### src/rtl/spim_pkg.sv
package spim_pkg;
  localparam logic [4:0] A_CTRL  = 5'h00;
  localparam logic [4:0] A_DONE  = 5'h04;
  localparam logic [4:0] A_LEN   = 5'h08;
  localparam logic [4:0] A_FIFO  = 5'h0C;
  localparam logic [4:0] A_STAT  = 5'h10;
  localparam logic [4:0] A_IMASK = 5'h18;
  localparam logic [4:0] A_ISTAT = 5'h1C;

  localparam int CB_DIR   = 13;
  localparam int CB_START = 15;
  localparam int CS_LSB   = 6;

  typedef enum logic [1:0] {E_IDLE, E_FEED, E_WAIT} eng_t;
endpackage

### src/rtl/spim_rate.sv
module spim_rate #(
  parameter int DIV_BASE = 32,
  parameter int RW       = 3,
  parameter int MAX_CODE = 5
) (
  input  logic          clk,
  input  logic          rst_n,
  input  logic          run,
  input  logic [RW-1:0] code,
  output logic          tick
);
  localparam int CW = $clog2(DIV_BASE + 1);

  logic [CW-1:0] cnt;
  logic [CW-1:0] half;

  always_comb begin
    logic [RW-1:0] ce;
    ce = (code > RW'(MAX_CODE)) ? RW'(MAX_CODE) : code;
    half = CW'(DIV_BASE >> ce);
    if (half == '0) half = CW'(1);
  end

  always_ff @(posedge clk or negedge rst_n) begin
    if (!rst_n)                    cnt <= '0;
    else if (!run)                 cnt <= '0;
    else if (cnt == half - CW'(1)) cnt <= '0;
    else                           cnt <= cnt + CW'(1);
  end

  assign tick = run && (cnt == half - CW'(1));
endmodule

### src/rtl/spim_shift.sv
module spim_shift #(
  parameter int BITS = 8
) (
  input  logic            clk,
  input  logic            rst_n,
  input  logic            start,
  input  logic [BITS-1:0] tx,
  input  logic            tick,
  input  logic            miso,
  output logic            sck,
  output logic            mosi,
  output logic            busy,
  output logic            done,
  output logic [BITS-1:0] rx
);
  localparam int LAST = 2 * BITS;
  localparam int PW   = $clog2(LAST + 1);

  logic [PW-1:0]   ph;
  logic [BITS-1:0] sr;

  always_ff @(posedge clk or negedge rst_n) begin
    if (!rst_n) begin
      busy <= 1'b0;
      sck  <= 1'b0;
      ph   <= '0;
      sr   <= '0;
      rx   <= '0;
      done <= 1'b0;
    end else begin
      done <= 1'b0;
      if (start && !busy) begin
        busy <= 1'b1;
        sr   <= tx;
        ph   <= '0;
        sck  <= 1'b0;
      end else if (busy && tick) begin
        ph <= ph + PW'(1);
        if (ph == PW'(LAST)) begin
          busy <= 1'b0;
          done <= 1'b1;
        end else if (!ph[0]) begin
          sck <= 1'b1;
          rx  <= {rx[BITS-2:0], miso};
        end else begin
          sck <= 1'b0;
          sr  <= {sr[BITS-2:0], 1'b0};
        end
      end
    end
  end

  assign mosi = busy & sr[BITS-1];
endmodule

### src/rtl/spim_fifo.sv
module spim_fifo #(
  parameter int W     = 32,
  parameter int DEPTH = 8
) (
  input  logic         clk,
  input  logic         rst_n,
  input  logic         clr,
  input  logic         push,
  input  logic [W-1:0] wdata,
  input  logic         pop,
  output logic [W-1:0] rdata,
  output logic         full,
  output logic         empty
);
  localparam int AW = $clog2(DEPTH);

  logic [W-1:0] mem [DEPTH];
  logic [AW-1:0] wp, rp;
  logic [AW:0]   cnt;

  wire do_push = push && !full;
  wire do_pop  = pop && !empty;

  always_ff @(posedge clk or negedge rst_n) begin
    if (!rst_n) begin
      wp  <= '0;
      rp  <= '0;
      cnt <= '0;
    end else if (clr) begin
      wp  <= '0;
      rp  <= '0;
      cnt <= '0;
    end else begin
      if (do_push) wp <= wp + AW'(1);
      if (do_pop)  rp <= rp + AW'(1);
      if (do_push && !do_pop)      cnt <= cnt + (AW+1)'(1);
      else if (do_pop && !do_push) cnt <= cnt - (AW+1)'(1);
    end
  end

  always_ff @(posedge clk) begin
    if (do_push && !clr) mem[wp] <= wdata;
  end

  assign rdata = mem[rp];
  assign full  = (cnt == (AW+1)'(DEPTH));
  assign empty = (cnt == '0);
endmodule

### src/rtl/spim_master.sv
module spim_master
  import spim_pkg::*;
#(
  parameter int NCS        = 4,
  parameter int FIFO_DEPTH = 8,
  parameter int DIV_BASE   = 32,
  parameter int LEN_W      = 21,
  parameter int WORD_W     = 32
) (
  input  logic           clk,
  input  logic           rst_n,
  input  logic [4:0]     bus_addr,
  input  logic           bus_wr,
  input  logic [31:0]    bus_wdata,
  input  logic           bus_rd,
  output logic [31:0]    bus_rdata,
  output logic           spi_sck,
  output logic           spi_mosi,
  input  logic           spi_miso,
  output logic [NCS-1:0] spi_cs_n,
  output logic           irq
);
  localparam int CSW = (NCS > 1) ? $clog2(NCS) : 1;
  localparam int BPW = WORD_W / 8;
  localparam int BIW = $clog2(BPW);

  eng_t             st;
  logic             busy, dir_wr, cs_act, done_pend, mask_q, istat;
  logic [2:0]       rate_q;
  logic [CSW-1:0]   cs_q;
  logic [LEN_W-1:0] len_q, remain;
  logic [BIW-1:0]   bidx;
  logic [WORD_W-1:0] hold, acc, acc_nx;

  logic             fifo_push, fifo_pop, fifo_full, fifo_empty;
  logic [WORD_W-1:0] fifo_wdata, fifo_rdata;
  logic             sh_start, sh_busy, sh_done, tick;
  logic [7:0]       sh_tx, sh_rx;

  wire wr_ctrl  = bus_wr && bus_addr == A_CTRL;
  wire wr_done  = bus_wr && bus_addr == A_DONE;
  wire wr_len   = bus_wr && bus_addr == A_LEN;
  wire wr_fifo  = bus_wr && bus_addr == A_FIFO;
  wire wr_mask  = bus_wr && bus_addr == A_IMASK;
  wire wr_istat = bus_wr && bus_addr == A_ISTAT;
  wire rd_fifo  = bus_rd && bus_addr == A_FIFO;

  wire start_req = wr_ctrl && bus_wdata[CB_START] && !busy;
  wire last_byte = (remain == LEN_W'(1));

  logic unused_bits;
  assign unused_bits = &{1'b0, bus_wdata[31:LEN_W]};

  // byte engine feed decision
  logic feed_go;
  always_comb begin
    feed_go = 1'b0;
    if (st == E_FEED)
      feed_go = dir_wr ? (bidx != '0 || !fifo_empty)
                       : (bidx != '0 || !fifo_full);
  end

  always_comb begin
    sh_tx = 8'h00;
    if (dir_wr)
      sh_tx = (bidx == '0) ? fifo_rdata[7:0] : hold[{bidx, 3'b000} +: 8];
  end
  assign sh_start = feed_go;

  always_comb begin
    acc_nx = acc;
    acc_nx[{bidx, 3'b000} +: 8] = sh_rx;
  end

  wire eng_pop  = feed_go && dir_wr && bidx == '0;
  wire eng_push = st == E_WAIT && sh_done && !dir_wr &&
                  (bidx == BIW'(BPW - 1) || last_byte);
  wire bus_push = wr_fifo && dir_wr && !fifo_full;
  wire bus_pop  = rd_fifo && !dir_wr && !fifo_empty;

  assign fifo_push  = bus_push | eng_push;
  assign fifo_pop   = bus_pop | eng_pop;
  assign fifo_wdata = dir_wr ? bus_wdata[WORD_W-1:0] : acc_nx;

  always_ff @(posedge clk or negedge rst_n) begin
    if (!rst_n) begin
      st        <= E_IDLE;
      busy      <= 1'b0;
      dir_wr    <= 1'b0;
      rate_q    <= '0;
      cs_q      <= '0;
      cs_act    <= 1'b0;
      done_pend <= 1'b0;
      len_q     <= '0;
      remain    <= '0;
      bidx      <= '0;
      hold      <= '0;
      acc       <= '0;
      mask_q    <= 1'b0;
      istat     <= 1'b0;
    end else begin
      if (wr_len)   len_q  <= bus_wdata[LEN_W-1:0];
      if (wr_mask)  mask_q <= bus_wdata[0];
      if (wr_istat && bus_wdata[0]) istat <= 1'b0;
      if (wr_done) begin
        if (busy) done_pend <= 1'b1;
        else      cs_act    <= 1'b0;
      end
      if (start_req) begin
        dir_wr <= bus_wdata[CB_DIR];
        rate_q <= bus_wdata[2:0];
        cs_q   <= bus_wdata[CS_LSB +: CSW];
        cs_act <= 1'b1;
        remain <= len_q;
        bidx   <= '0;
        acc    <= '0;
        if (len_q == '0) istat <= 1'b1;
        else begin
          busy <= 1'b1;
          st   <= E_FEED;
        end
      end
      case (st)
        E_FEED: begin
          if (feed_go) begin
            st <= E_WAIT;
            if (dir_wr && bidx == '0)  hold <= fifo_rdata;
            if (!dir_wr && bidx == '0) acc  <= '0;
          end
        end
        E_WAIT: begin
          if (sh_done) begin
            remain <= remain - LEN_W'(1);
            bidx   <= bidx + BIW'(1);
            if (!dir_wr) acc <= acc_nx;
            if (last_byte) begin
              busy  <= 1'b0;
              istat <= 1'b1;
              st    <= E_IDLE;
              if (done_pend || wr_done) begin
                cs_act    <= 1'b0;
                done_pend <= 1'b0;
              end
            end else begin
              st <= E_FEED;
            end
          end
        end
        default: ;
      endcase
    end
  end

  always_comb begin
    bus_rdata = '0;
    case (bus_addr)
      A_CTRL: begin
        bus_rdata[2:0]             = rate_q;
        bus_rdata[CS_LSB +: CSW]   = cs_q;
        bus_rdata[CB_DIR]          = dir_wr;
        bus_rdata[CB_START]        = busy;
      end
      A_LEN:   bus_rdata[LEN_W-1:0]  = len_q;
      A_FIFO:  bus_rdata[WORD_W-1:0] = fifo_rdata;
      A_STAT:  bus_rdata[0] = dir_wr ? fifo_full : fifo_empty;
      A_IMASK: bus_rdata[0] = mask_q;
      A_ISTAT: bus_rdata[0] = istat;
      default: ;
    endcase
  end

  for (genvar i = 0; i < NCS; i++) begin : g_cs
    assign spi_cs_n[i] = !(cs_act && cs_q == CSW'(i));
  end

  assign irq = istat & ~mask_q;

  spim_fifo #(.W(WORD_W), .DEPTH(FIFO_DEPTH)) u_fifo (
    .clk(clk), .rst_n(rst_n), .clr(start_req),
    .push(fifo_push), .wdata(fifo_wdata), .pop(fifo_pop),
    .rdata(fifo_rdata), .full(fifo_full), .empty(fifo_empty)
  );

  spim_rate #(.DIV_BASE(DIV_BASE)) u_rate (
    .clk(clk), .rst_n(rst_n), .run(sh_busy), .code(rate_q), .tick(tick)
  );

  spim_shift #(.BITS(8)) u_shift (
    .clk(clk), .rst_n(rst_n), .start(sh_start), .tx(sh_tx), .tick(tick),
    .miso(spi_miso), .sck(spi_sck), .mosi(spi_mosi), .busy(sh_busy),
    .done(sh_done), .rx(sh_rx)
  );
endmodule

### config.mk
export PLATFORM = sky130hd
export DESIGN_NAME = spim_master
export DESIGN_NICKNAME = d
export VERILOG_FILES = /design/src/rtl/spim_pkg.sv /design/src/rtl/spim_rate.sv /design/src/rtl/spim_shift.sv /design/src/rtl/spim_fifo.sv /design/src/rtl/spim_master.sv
export SDC_FILE = /design/constraint.sdc
export NUM_CORES = 1
export LEC_CHECK = 0
export CELL_PAD_IN_SITES_DETAIL_PLACEMENT = 0
export CELL_PAD_IN_SITES_GLOBAL_PLACEMENT = 1
export CORE_MARGIN = 2
export CORE_UTILIZATION = 50
export DETAILED_ROUTE_END_ITERATION = 8
export PLACE_DENSITY = 0.84
export RECOVER_POWER = 25
export SYNTH_ARGS = -nofsm -noshare
export SYNTH_HDL_FRONTEND = slang
export SYNTH_SLANG_ARGS = --single-unit
export TNS_END_PERCENT = 30
### constraint.sdc
create_clock -name clk -period 16.9 [get_ports clk]
set_input_delay 2.535 -clock clk [delete_from_list [all_inputs] [get_ports clk]]
set_output_delay 2.535 -clock clk [all_outputs]
set_load 0.02 [all_outputs]
### Word level (Yosys, flattened, before mapping)

Memory sizes are Yosys's and may differ from the RTL's.
Cells that the tools add are included.

* input bits: 42
* output and inout port bits: 39
* flip-flop bits (word level): 161
* memories: 1
* RAM bits: 256

* shift operators: 4
* bitwise logic cells: 8
* equality and inequality tests: 17
* multiplexer cells: 88
* magnitude comparators: 1
* add/subtract/negate cells: 10
* reductions and logical operators: 67

Memory list
* u_fifo.mem: depth 8, width 32, read ports 1, clocked after memory_dff 0, wr ports 1, line spim_fifo.sv:17 `logic [W-1:0] mem [DEPTH];`

Operators by type and width (count)
* 32-bit 2-to-1 mux: 6
* 32-bit one-hot mux with 2 select lines: 1
* 21-bit 2-to-1 mux: 3
* 8-bit 2-to-1 mux: 6
* 1-bit 2-to-1 mux: 40
* 1-bit logical AND: 33
* 32-bit bitwise mux: 1
* 8-bit by 7-bit variable shift with 32-bit output (first input constant): 1
* 32-bit by 6-bit variable part select with 8-bit output: 1
* 8-bit by 7-bit variable part select with 32-bit output: 1
* 21-bit by 1-bit == test with 1-bit output (second input constant): 1
* 21-bit zero test: 1
* 21-bit by 1-bit subtractor with 21-bit output (second input constant): 1
* 5-bit == test (second input constant): 4
* 5-bit one-hot mux with 2 select lines: 2
* 6-bit 2-to-1 mux: 3
* 3-bit 2-to-1 mux: 5
* 2-bit 2-to-1 mux: 7
* 1-bit zero test: 12
* 4-bit 2-to-1 mux: 3
* 2-bit one-hot mux with 3 select lines: 2
* 2-bit nonzero test: 6
* 11-bit 2-to-1 mux: 1
* 5-bit by 4-bit == test with 1-bit output (second input constant): 2
* 34 further kinds: 52

### Longest topological paths before layout

Gate-level depths: netlist of run 1.

* word-level depth: 13
* gate-level depth with buffers: 13
* mapped depth without buffers: 13

### By module

Synthesis of run 1 repeated with hierarchy kept, for this count alone.

* cell total of the unflattened synthesis: 1296
* area total of the unflattened synthesis: 18911.9 um^2

By module, submodules not included
* spim_fifo: area an instance 10349.9 um^2, seq. area each 7937.6 um^2, times used 1, cells each 443
* spim_master: area an instance 6979.2 um^2, seq. area each 3027.9 um^2, times used 1, cells each 710
* spim_shift: area an instance 1172.4 um^2, seq. area each 600.6 um^2, times used 1, cells each 102
* spim_rate: area an instance 410.4 um^2, seq. area each 150.1 um^2, times used 1, cells each 41

### Least setup slack after synthesis of run 1

No wires, ideal clock.

* path type: input to register
* start: in bus_addr[0]
* end: mem u_fifo.mem[0][0] (enable)
* arrival time: 6.446 ns
* buffers on the path: 0
* setup time: 0.501 ns
* setup slack: 9.953 ns
* cell stages on the path: 6
* cell sequence: and4bb_2 -> and4b_1 -> a31oi_1 -> nand2_4 -> nand2_4 -> nor4_1

* cells in the longest elaborated chain, start to end: 9

Ends and longest elaborated chain
* start, declared: line spim_master.sv:12 `input logic [4:0] bus_addr,`
* 5-bit by 4-bit == test with 1-bit output: line spim_master.sv:43 `wire wr_fifo = bus_wr && bus_addr == A_FIFO;`
* 1-bit logical AND: line spim_master.sv:43
* 1-bit logical AND (2 in a row): line spim_master.sv:78 `wire bus_push = wr_fifo && dir_wr && !fifo_full;`
* 1-bit OR: line spim_master.sv:81 `assign fifo_push = bus_push | eng_push;`
* 1-bit logical AND: line spim_fifo.sv:21 `wire do_push = push && !full;`
* 1-bit logical AND *: line spim_fifo.sv:42 `if (do_push && !clr) mem[wp] <= wdata;`
* 1-bit 2-to-1 mux *: line spim_fifo.sv:42
* 1-bit 2-to-1 mux (not written as such) *: line spim_fifo.sv:42
* end, declared: line spim_fifo.sv:17

Mark *: on every way between the ends. The rest lies on a longest branch, timed or not.

### Worst setup path after layout of run 1

* start: reg u_fifo.rp[0]
* end: out bus_rdata[0]

* cells in the longest elaborated chain, start to end: 2

Ends and longest elaborated chain
* start, declared: line spim_fifo.sv:18 `logic [AW-1:0] wp, rp;`
* start signal, assigned: line spim_fifo.sv:35 `if (do_pop) rp <= rp + AW'(1);`
* memory 8 x 32 bit
* 1-bit one-hot mux with 6 select lines: line spim_master.sv:156 `case (bus_addr)`
* end, declared: line spim_master.sv:16 `output logic [31:0] bus_rdata,`

Every way passes these cells.

==> impl_metrics.yaml, run 1 <==
critical_path:
  startpoint_type: "register"
  reg2reg_depth: 4
  critPathArrivalTime_ns: 6.49
  required_ns: 14.37
  slowest_stage: "clkbuf_1"
  rrSetupSlack_ns: 11.36
  crit_type: "register to output port"
  crit_chain: "clkbuf_1 > mux4_2 > mux2i_1 > o22ai_1 > a311o_1 > clkdlybuf4s50_1"
  end_kind: "output port"
  critPathMaxStageDelay_ns: 2.83
  crit_fanout: 46
timing:
  worst_pin_slew_ns: 4.84
  fin_skew_ns: 0.0274
  setup_viol: 0
  final.setup.tns_ns: 0
  finalMaxSlewViolations: 205
  layout_setup_ws_ns: 7.88
  layout_min_cycle_time_ns: 9.02
  hold_viol: 0
  max-slew-margin-rel_pct: -223
  post-route-period-util_pct: 53.4
  rsz0062_at_grt: "false"
  fmax_mhz: 111
layout:
  area_growth_pct: 15.5
  diodes: 0
  multi_input_area_mm2: 0.00643
  drive_gt1_share_pct: 15.2
  nNetsFinal: 1502
  seq_area_mm2: 0.0117
  utilization_pct: 58.6
  fillers: 2830
floorplan:
  io_pins: 81
  die_w_um: 197
  start_util_pct: 50.7
  rows: 70
  core_mm2: 0.0365
  die-area_mm2: 0.0386
  die_h_um: 197
placed_design:
  place.gp.congestion: 0.889
  dp_hpwl_mm: 31.2
  io_buffers: 80
  pre_cts_ws_ns: 9.60
synth:
  ys_seq_area_share_pct: 63.2
  syn_area_mm2: 0.0185
  synth_fp_nets: 1425
  syn_area_per_cell_um2: 13.6
  ys_types: 73
  synth_flop_cell: "edfxtp_1"
  syn_inst: 1366
  ys_ff_latch: 417
  yosys_warnings: 0
  async_reset_ff_share_pct: 38.6
  synth_edf_count: 256
clock_tree:
  clock_latency_ns: 0.56
  cts-root-buf: "clkbuf_16"
  cts_buffers: 44
  clk_pin_slew_ns: 0.06
  cts_tree: "built"
  clockBufferDepth: 3
  hold_buffers: 0
  cts_sinks: 417
  postCtsResizedCells: 0
  cts.htree.levels: 2
  post_cts_buffers: 0
drt:
  wl_per_cell_um: 24.7
  vias: 12000
  routed_wl_mm: 48.2
  vias_per_cell: 6.19
  dr.pass1.iters: 6
  drt_iter0_markers: 1277
  ant_nets: 0
  drc_errors: 0
power_and_ir_drop:
  combPwrFrac_pct: 18.2
  p_seq_share_pct: 45.0
  power_switching_uw: 790
  internal_power_uw: 2000
  ir_worst_vdd_v: 0.0000907
  switching_share_pct: 28.4
  leakagePower_uw: 0.00780
  power_density_mw_per_mm2: 130
  power_uw: 2790
  power.share.clock_pct: 36.8
global_routing:
  grt_max_degree: 87
  grt_pass1_vias: 12000
  antenna_found_initial: 1
  grtUsageMet1_pct: 36.4
  use_met2_pct: 40.5
  grt_first_pass_wirelength_mm: 73.5
  use_met3_pct: 3.22
  grt.total_usage_pct: 25.4
  grt-busiest-layer: "met2"
  overflow: 0
min_path:
  hold_path_class: "register to register"
  worstHoldPathCells: 2
run:
  drv_cap: 4
outcome:
  status: "finished with violations"
  violations: "capacitance limit, slew limit"
[flip-flops by register name (all words and copies together) (netlist names), 2 cells and up]
signal,flops
u_rate.cnt,6
rate_q,3
remain,21
hold,32
u_fifo.cnt,4
u_shift.sr,8
bidx,2
u_fifo.rp,3
st,2
u_shift.ph,5
u_fifo.wp,3
len_q,21
u_fifo.mem,256
cs_q,2
u_shift.rx,8
acc,32
[kinds of logic after synthesis]
group                    share of synthesized area [%]
flip-flops                                        63.2
XOR/XNOR                                         0.614
multiplexers                                      14.0
adder cells (fa/ha/maj)                           1.19
AND/OR/NAND/NOR                                   9.39
AO/OA/AOI/OAI                                     9.15
buffers and inverters                             2.47
[per-stage QoR]
stage	instances	hold slack, ns	area [um^2]
4_1_cts	1946	0.485	21400
3_3_place_gp	1865	0.458	19900
5_1_grt	1946	0.513	21400
3_5_place_dp	1865	0.465	19900
2_1_floorplan	1366	0.442	18500
6_report	1946	0.477	21400
[cell type report]
class | count | share of cell area [%]
clock inverter | 26 | 1.81
tap | 468 | 2.73
multi-input combinational | 831 | 30.0
clock buffer | 55 | 5.43
sequential | 417 | 54.7
inverter | 47 | 0.824
timing repair buffer | 102 | 4.43
[Yosys cell counts (19+ instances only)]
master,number,area share [%]
a21oi_1,60,1.6
a22oi_1,42,1.7
clkbuf_1,53,1.1
dfrtp_1,161,22
edfxtp_1,256,41
inv_1,45,0.91
mux2_2,58,3.5
mux2i_1,47,2.5
mux4_2,65,7.9
nand2_1,170,3.4
nor2_1,75,1.5
nor3_1,19,0.51
o21ai_0,99,2.7
[per-layer routing]
layer / vias to the layer above / routed length, um
li1: 5318 / -
met1: 6129 / 20500
met2: 505 / 22600
met3: 91 / 3320
met4: 0 / 1660
met5: - / 0
[worst paths after layout]
kind / from / end
max: u_fifo.rp[0]$_DFFE_PN0P_ / bus_rdata[0]
min: hold[20]$_DFFE_PN0P_ / hold[20]$_DFFE_PN0P_
max reg2reg: u_fifo.rp[0]$_DFFE_PN0P_ / hold[12]$_DFFE_PN0P_
min reg2reg: hold[20]$_DFFE_PN0P_ / hold[20]$_DFFE_PN0P_
max in group asynchronous: rst_n / dir_wr$_DFFE_PN0P_
min in group asynchronous: rst_n / u_fifo.rp[0]$_DFFE_PN0P_
[worst max-delay path, delay by kind of cell, from the launching register on]
kind | cells | cell delay (ns)
mux | 2 | 1.18
buf+inv | 2 | 3.36
flops | 1 | 0.92
compound gates | 2 | 0.44
[cells in the final DEF (no fill, tap or decap), types with 42 or more instances in the layout]
master	Yosys	routed
nand2_1	170	170
mux4_2	65	65
inv_1	45	45
mux2_2	58	46
clkdlybuf4s50_1	0	75
o21ai_0	99	106
a21oi_1	60	60
dfrtp_1	161	159
mux2i_1	47	47
edfxtp_1	256	256
nor2_1	75	74
a22oi_1	42	42
clkbuf_16	0	45
[power groups by stage]
stage	logic, uW	clock network, uW	registers, uW
final	506	1030	1250
after global routing	550	1080	1260
after CTS	503	1040	1250
after detailed placement	501	0	1270
after global placement	493	0	1270
after floorplan	373	0	1200
Note: power is estimated with default switching activity, not from simulation.
==> run 2, diff against run 1 <==
==> constraint.sdc (replaced) <==
create_clock -name clk -period 9 [get_ports clk]
set_input_delay 1.35 -clock clk [delete_from_list [all_inputs] [get_ports clk]]
set_output_delay 1.35 -clock clk [all_outputs]
set_load 0.02 [all_outputs]
==> run 2 against run 1 <==
- the flow still finishes with violations (capacitance limit, slew limit)
- clock skew down 0.0033 ns
- cell count about the same
- critical endpoint is now u_fifo.mem[2][8]$_DFFE_PP_
- count of clock-buffer cells in the layout up 3
- largest power group unchanged
==> impl_metrics.yaml, run 2 (synthesized netlist as in run 1, its figures left out) <==
power_and_ir_drop:
  p_seq_share_pct: 45.3
  power.share.clock_pct: 36.5
  power_uw: 5180
  combPwrFrac_pct: 18.2
  power_density_mw_per_mm2: 242
  ir_worst_vdd_v: 0.000183
  power_switching_uw: 1480
  leakagePower_uw: 0.00777
  internal_power_uw: 3690
  switching_share_pct: 28.7
clock_tree:
  clk_pin_slew_ns: 0.06
  clockBufferDepth: 3
  cts-root-buf: "clkbuf_16"
  cts_buffers: 43
  hold_buffers: 0
  postCtsResizedCells: 0
  post_cts_buffers: 0
  cts.htree.levels: 2
  cts_sinks: 417
  cts_tree: "built"
  clock_latency_ns: 0.57
floorplan:
  core_mm2: 0.0365
  die_w_um: 197
  die_h_um: 197
  rows: 70
  io_pins: 81
  die-area_mm2: 0.0386
  start_util_pct: 50.7
timing:
  max-slew-margin-rel_pct: -146
  worst_pin_slew_ns: 3.69
  fin_skew_ns: 0.0241
  final.setup.tns_ns: 0
  post-route-period-util_pct: 62.2
  layout_setup_ws_ns: 3.40
  layout_min_cycle_time_ns: 5.60
  hold_viol: 0
  setup_viol: 0
  finalMaxSlewViolations: 236
  rsz0062_at_grt: "false"
  timing.hold.ws_ns: 0.484
  fmax_mhz: 179
global_routing:
  use_met3_pct: 4.11
  use_met2_pct: 40.6
  grt_max_degree: 98
  overflow: 0
  grt_pass1_vias: 12000
  grt.total_usage_pct: 25.7
  antenna_found_initial: 0
  grtUsageMet1_pct: 36.2
  grt_first_pass_wirelength_mm: 73.9
  grt-busiest-layer: "met2"
layout:
  final_common_cell: "edfxtp_1"
  regMostFlops: "u_fifo.mem"
  fillers: 2810
  largest_register_ffs: 256
  area_growth_pct: 15.4
  drive_gt1_share_pct: 16.2
  final_cell_mix: "edfxtp_1, nand2_1, dfrtp_1"
  diodes: 0
  nNetsFinal: 1503
  reg.largest.list: "u_fifo.mem (256), acc (32), hold (32)"
critical_path:
  crit_type: "register to register"
  r2r_end: "u_fifo.mem[2][8]$_DFFE_PP_"
  critPathArrivalTime_ns: 5.77
  critPathMaxStageDelay_ns: 1.24
  reg2reg_depth: 10
  end_kind: "register"
  slowest_stage: "clkbuf_1"
  required_ns: 9.18
  rrSetupSlack_ns: 3.40
  crit_chain: "inv_1 > ha_1 > clkbuf_1 > nand2_1 > or3_1 > or4_4 > nand2_4 > nand2_4 > nor4b_4 > buf_4"
  crit_fanout: 33
  r2r-start: "st[0]$_DFF_PN0_"
  startpoint_type: "register"
  crit_top_cell: "nand2_4"
run:
  drv_cap: 7
drt:
  ant_nets: 0
  wl_per_cell_um: 25.0
  routed_wl_mm: 48.7
  drc_errors: 0
  vias_per_cell: 6.19
  vias: 12100
  drt_iter0_markers: 1301
  dr.pass1.iters: 5
placed_design:
  io_buffers: 80
  dp_hpwl_mm: 31.4
  pre_cts_ws_ns: 3.92
  place.gp.congestion: 0.895
min_path:
  hold_path_class: "register to register"
  worstHoldPathCells: 1
  hold-path-endpoint: "acc[15]$_DFF_PN0_"
  min_from: "acc[15]$_DFF_PN0_"
outcome:
  status: "finished with violations"
  violations: "capacitance limit, slew limit"
run 2: critical path, delay by kind of cell, from the launching register on:
family / cells / cell delay [ns]
buffers and inverters: 3 / 1.88
adders and majority gates: 1 / 0.14
DFF: 1 / 0.41
and+or+nand+nor: 6 / 2.75
run 2: worst max path at each step:
stage	slack (ns)	start	cells past startpoint	endpoint
after floorplan	3.24	bus_addr[0]	6	u_fifo.mem[0][0]$_DFFE_PP_
after global placement	3.96	bus_addr[2]	7	bus_rdata[0]
after detailed placement	3.92	bus_addr[2]	7	bus_rdata[0]
after CTS	3.54	u_fifo.rp[0]$_DFFE_PN0P_	6	bus_rdata[0]
after global routing	2.90	rst_n	2	dir_wr$_DFFE_PN0P_
final	3.40	st[0]$_DFF_PN0_	10	u_fifo.mem[2][8]$_DFFE_PP_
run 2: through the flow:
stage / cell area, um^2 / std cells / utilization [%]
6_report: 21400 / 1947 / 58.6
5_1_grt: 21400 / 1947 / 58.6
4_1_cts: 21400 / 1947 / 58.7
3_5_place_dp: 19900 / 1867 / 54.5
3_3_place_gp: 19900 / 1867 / 54.5
2_1_floorplan: 18500 / 1366 / -
run 2: power by group through the flow:
stage,clock [uW],sequential (uW),combinational [uW]
floorplan,0,2260,701
global placement,0,2380,928
detailed placement,0,2380,943
CTS,1910,2340,949
global route,1980,2360,1020
finish,1890,2340,944
run 2: area by class of cell:
class                   instances  area, um^2  share of cell area (%)
clock buffers                  58        1190                    5.58
clock inverters                22         323                    1.51
inverters                      47         176                   0.825
multi-input cells             831        6420                    30.0
flip-flops and latches        417       11700                    54.8
well taps                     468         586                    2.74
repair buffers                104         960                    4.49
run 2: per-layer routing:
metal | routed length [um] | vias up
li1 | - | 5342
met1 | 20000 | 6101
met2 | 23000 | 532
met3 | 3870 | 86
met4 | 1760 | 0
met5 | 0 | -
==> run 3, diff against run 2 <==
==> constraint.sdc (replaced) <==
create_clock -name clk -period 5.2 [get_ports clk]
set_input_delay 0.78 -clock clk [delete_from_list [all_inputs] [get_ports clk]]
set_output_delay 0.78 -clock clk [all_outputs]
set_load 0.02 [all_outputs]
==> run 3 against run 2 <==
- the flow still finishes with violations (capacitance limit, slew limit)
- clock skew increased by 0.0011 ns
- first-iteration DRC count down 2.2%
- flip-flop and latch count did not move
- die area did not move
==> impl_metrics.yaml, run 3 (synthesized netlist as in run 1, its figures left out) <==
timing:
  layout_setup_ws_ns: 0.819
  hold_viol: 0
  final.setup.tns_ns: 0
  rsz0062_at_grt: "false"
  layout_min_cycle_time_ns: 4.38
  max-slew-margin-rel_pct: -51.2
  finalMaxSlewViolations: 148
  setup_viol: 0
  fmax_mhz: 228
  post-route-period-util_pct: 84.2
  worst_pin_slew_ns: 2.27
  fin_skew_ns: 0.0252
power_and_ir_drop:
  power_density_mw_per_mm2: 415
  ir_worst_vdd_v: 0.000311
  leakagePower_uw: 0.00779
floorplan:
  start_util_pct: 50.7
  die_w_um: 197
  rows: 70
  die_h_um: 197
  io_pins: 81
  die-area_mm2: 0.0386
  core_mm2: 0.0365
layout:
  drive_gt1_share_pct: 16.5
  final_cell_mix: "edfxtp_1, nand2_1, dfrtp_1"
  final_common_cell: "edfxtp_1"
  largest_register_ffs: 256
  area_growth_pct: 15.5
  fillers: 2805
  reg.largest.list: "u_fifo.mem (256), acc (32), hold (32)"
  diodes: 0
  regMostFlops: "u_fifo.mem"
  nNetsFinal: 1513
clock_tree:
  cts.htree.levels: 2
  cts-root-buf: "clkbuf_16"
  cts_sinks: 417
  postCtsResizedCells: 0
  post_cts_buffers: 0
  cts_tree: "built"
  cts_buffers: 44
  hold_buffers: 0
  clk_pin_slew_ns: 0.06
  clockBufferDepth: 3
  clock_latency_ns: 0.57
global_routing:
  overflow: 0
  grt.total_usage_pct: 25.8
  grt_max_degree: 83
  antenna_found_initial: 0
  grt_pass1_vias: 12100
  grt_first_pass_wirelength_mm: 74.0
drt:
  wl_per_cell_um: 24.8
  drt_iter0_markers: 1273
  vias_per_cell: 6.21
  routed_wl_mm: 48.5
  drc_errors: 0
  dr.pass1.iters: 6
  ant_nets: 0
  vias: 12200
placed_design:
  io_buffers: 80
  place.gp.congestion: 0.860
  dp_hpwl_mm: 32.0
  pre_cts_ws_ns: 1.06
critical_path:
  critPathArrivalTime_ns: 3.60
  crit_fanout: 34
  startpoint_type: "register"
  end_kind: "output port"
  crit_type: "register to output port"
  required_ns: 4.42
min_path:
  hold_path_class: "primary input to async pin"
run:
  drv_cap: 5
outcome:
  status: "finished with violations"
  violations: "capacitance limit, slew limit"
## run 3: cell types whose count changed in the layout (fill, tap and decap cells not counted), sizes merged, moves of 2 or more
| cell | previous run | this run |
|---|---|---|
| buf | 19 | 29 |
| inv | 46 | 48 |
| clkdlybuf4s50 | 77 | 71 |
| bufinv | 7 | 5 |
| dlygate4sd3 | 2 | 8 |
| clkbuf | 64 | 60 |
| clkinv | 14 | 18 |
## run 3: path summary, 6_finish.rpt
path,from,end,slack [ns],depth (start not counted)
worst max-delay path,u_fifo.rp[0]$_DFFE_PN0P_,bus_rdata[17],0.82,5
worst min-delay path,rst_n,u_rate.cnt[2]$_DFF_PN0_,0.30,1
worst max register to register,u_rate.cnt[2]$_DFF_PN0_,u_shift.rx[6]$_DFFE_PN0P_,1.45,5
worst min register to register,hold[21]$_DFFE_PN0P_,hold[21]$_DFFE_PN0P_,0.48,2
max in group asynchronous,rst_n,hold[12]$_DFFE_PN0P_,2.30,2
min in group clk,hold[21]$_DFFE_PN0P_,hold[21]$_DFFE_PN0P_,0.48,2
## run 3: power breakdown
| part | leakage (uW) | internal, uW | switching, uW | total, uW |
|---|---|---|---|---|
| Combinational | 0.00259 | 732 | 923 | 1650 |
| Clock | 0.000703 | 1840 | 1310 | 3150 |
| Sequential | 0.00450 | 3710 | 359 | 4070 |
| Total | 0.00779 | 6280 | 2590 | 8870 |
## run 3: stage by stage
stage          cells  cell area (um^2)  hold slack [ns]  util (%)  total power, uW
2_1_floorplan   1366             18500            0.442         -             5130
3_3_place_gp    1876             20000            0.460      54.8             5760
3_5_place_dp    1876             20000            0.474      54.8             5780
4_1_cts         1958             21400            0.304      58.7             8910
5_1_grt         1958             21400            0.339      58.6             9200
6_report        1958             21400            0.296      58.6             8870
## run 3: metal layers
metal	part of all wire, %	vias to the layer above	global-route usage, %	wire, um
met5	0	-	0	0
met4	3.1	0	8.31	1490
met3	6.8	90	3.54	3300
met2	48	533	41.9	23200
met1	42	6182	36.3	20500
li1	-	5358	-	-
## run 3: area by class of cell
| class | instances | area [um^2] | share of cell area [%] |
|---|---|---|---|
| clock inverters | 27 | 294 | 1.37 |
| inverters | 47 | 176 | 0.825 |
| well taps | 468 | 586 | 2.74 |
| clock buffers | 55 | 1150 | 5.39 |
| multi-input cells | 831 | 6420 | 30.0 |
| flip-flops and latches | 417 | 11700 | 54.8 |
| repair buffers | 113 | 1040 | 4.88 |
## run 3: worst max-delay path: stages, from the launching register on
cell and delay [ns]:
dfrtp_4 0.87, buf_4 0.42, mux4_2 0.53, mux2i_1 0.39, o21ai_0 0.23, clkdlybuf4s50_1 0.58
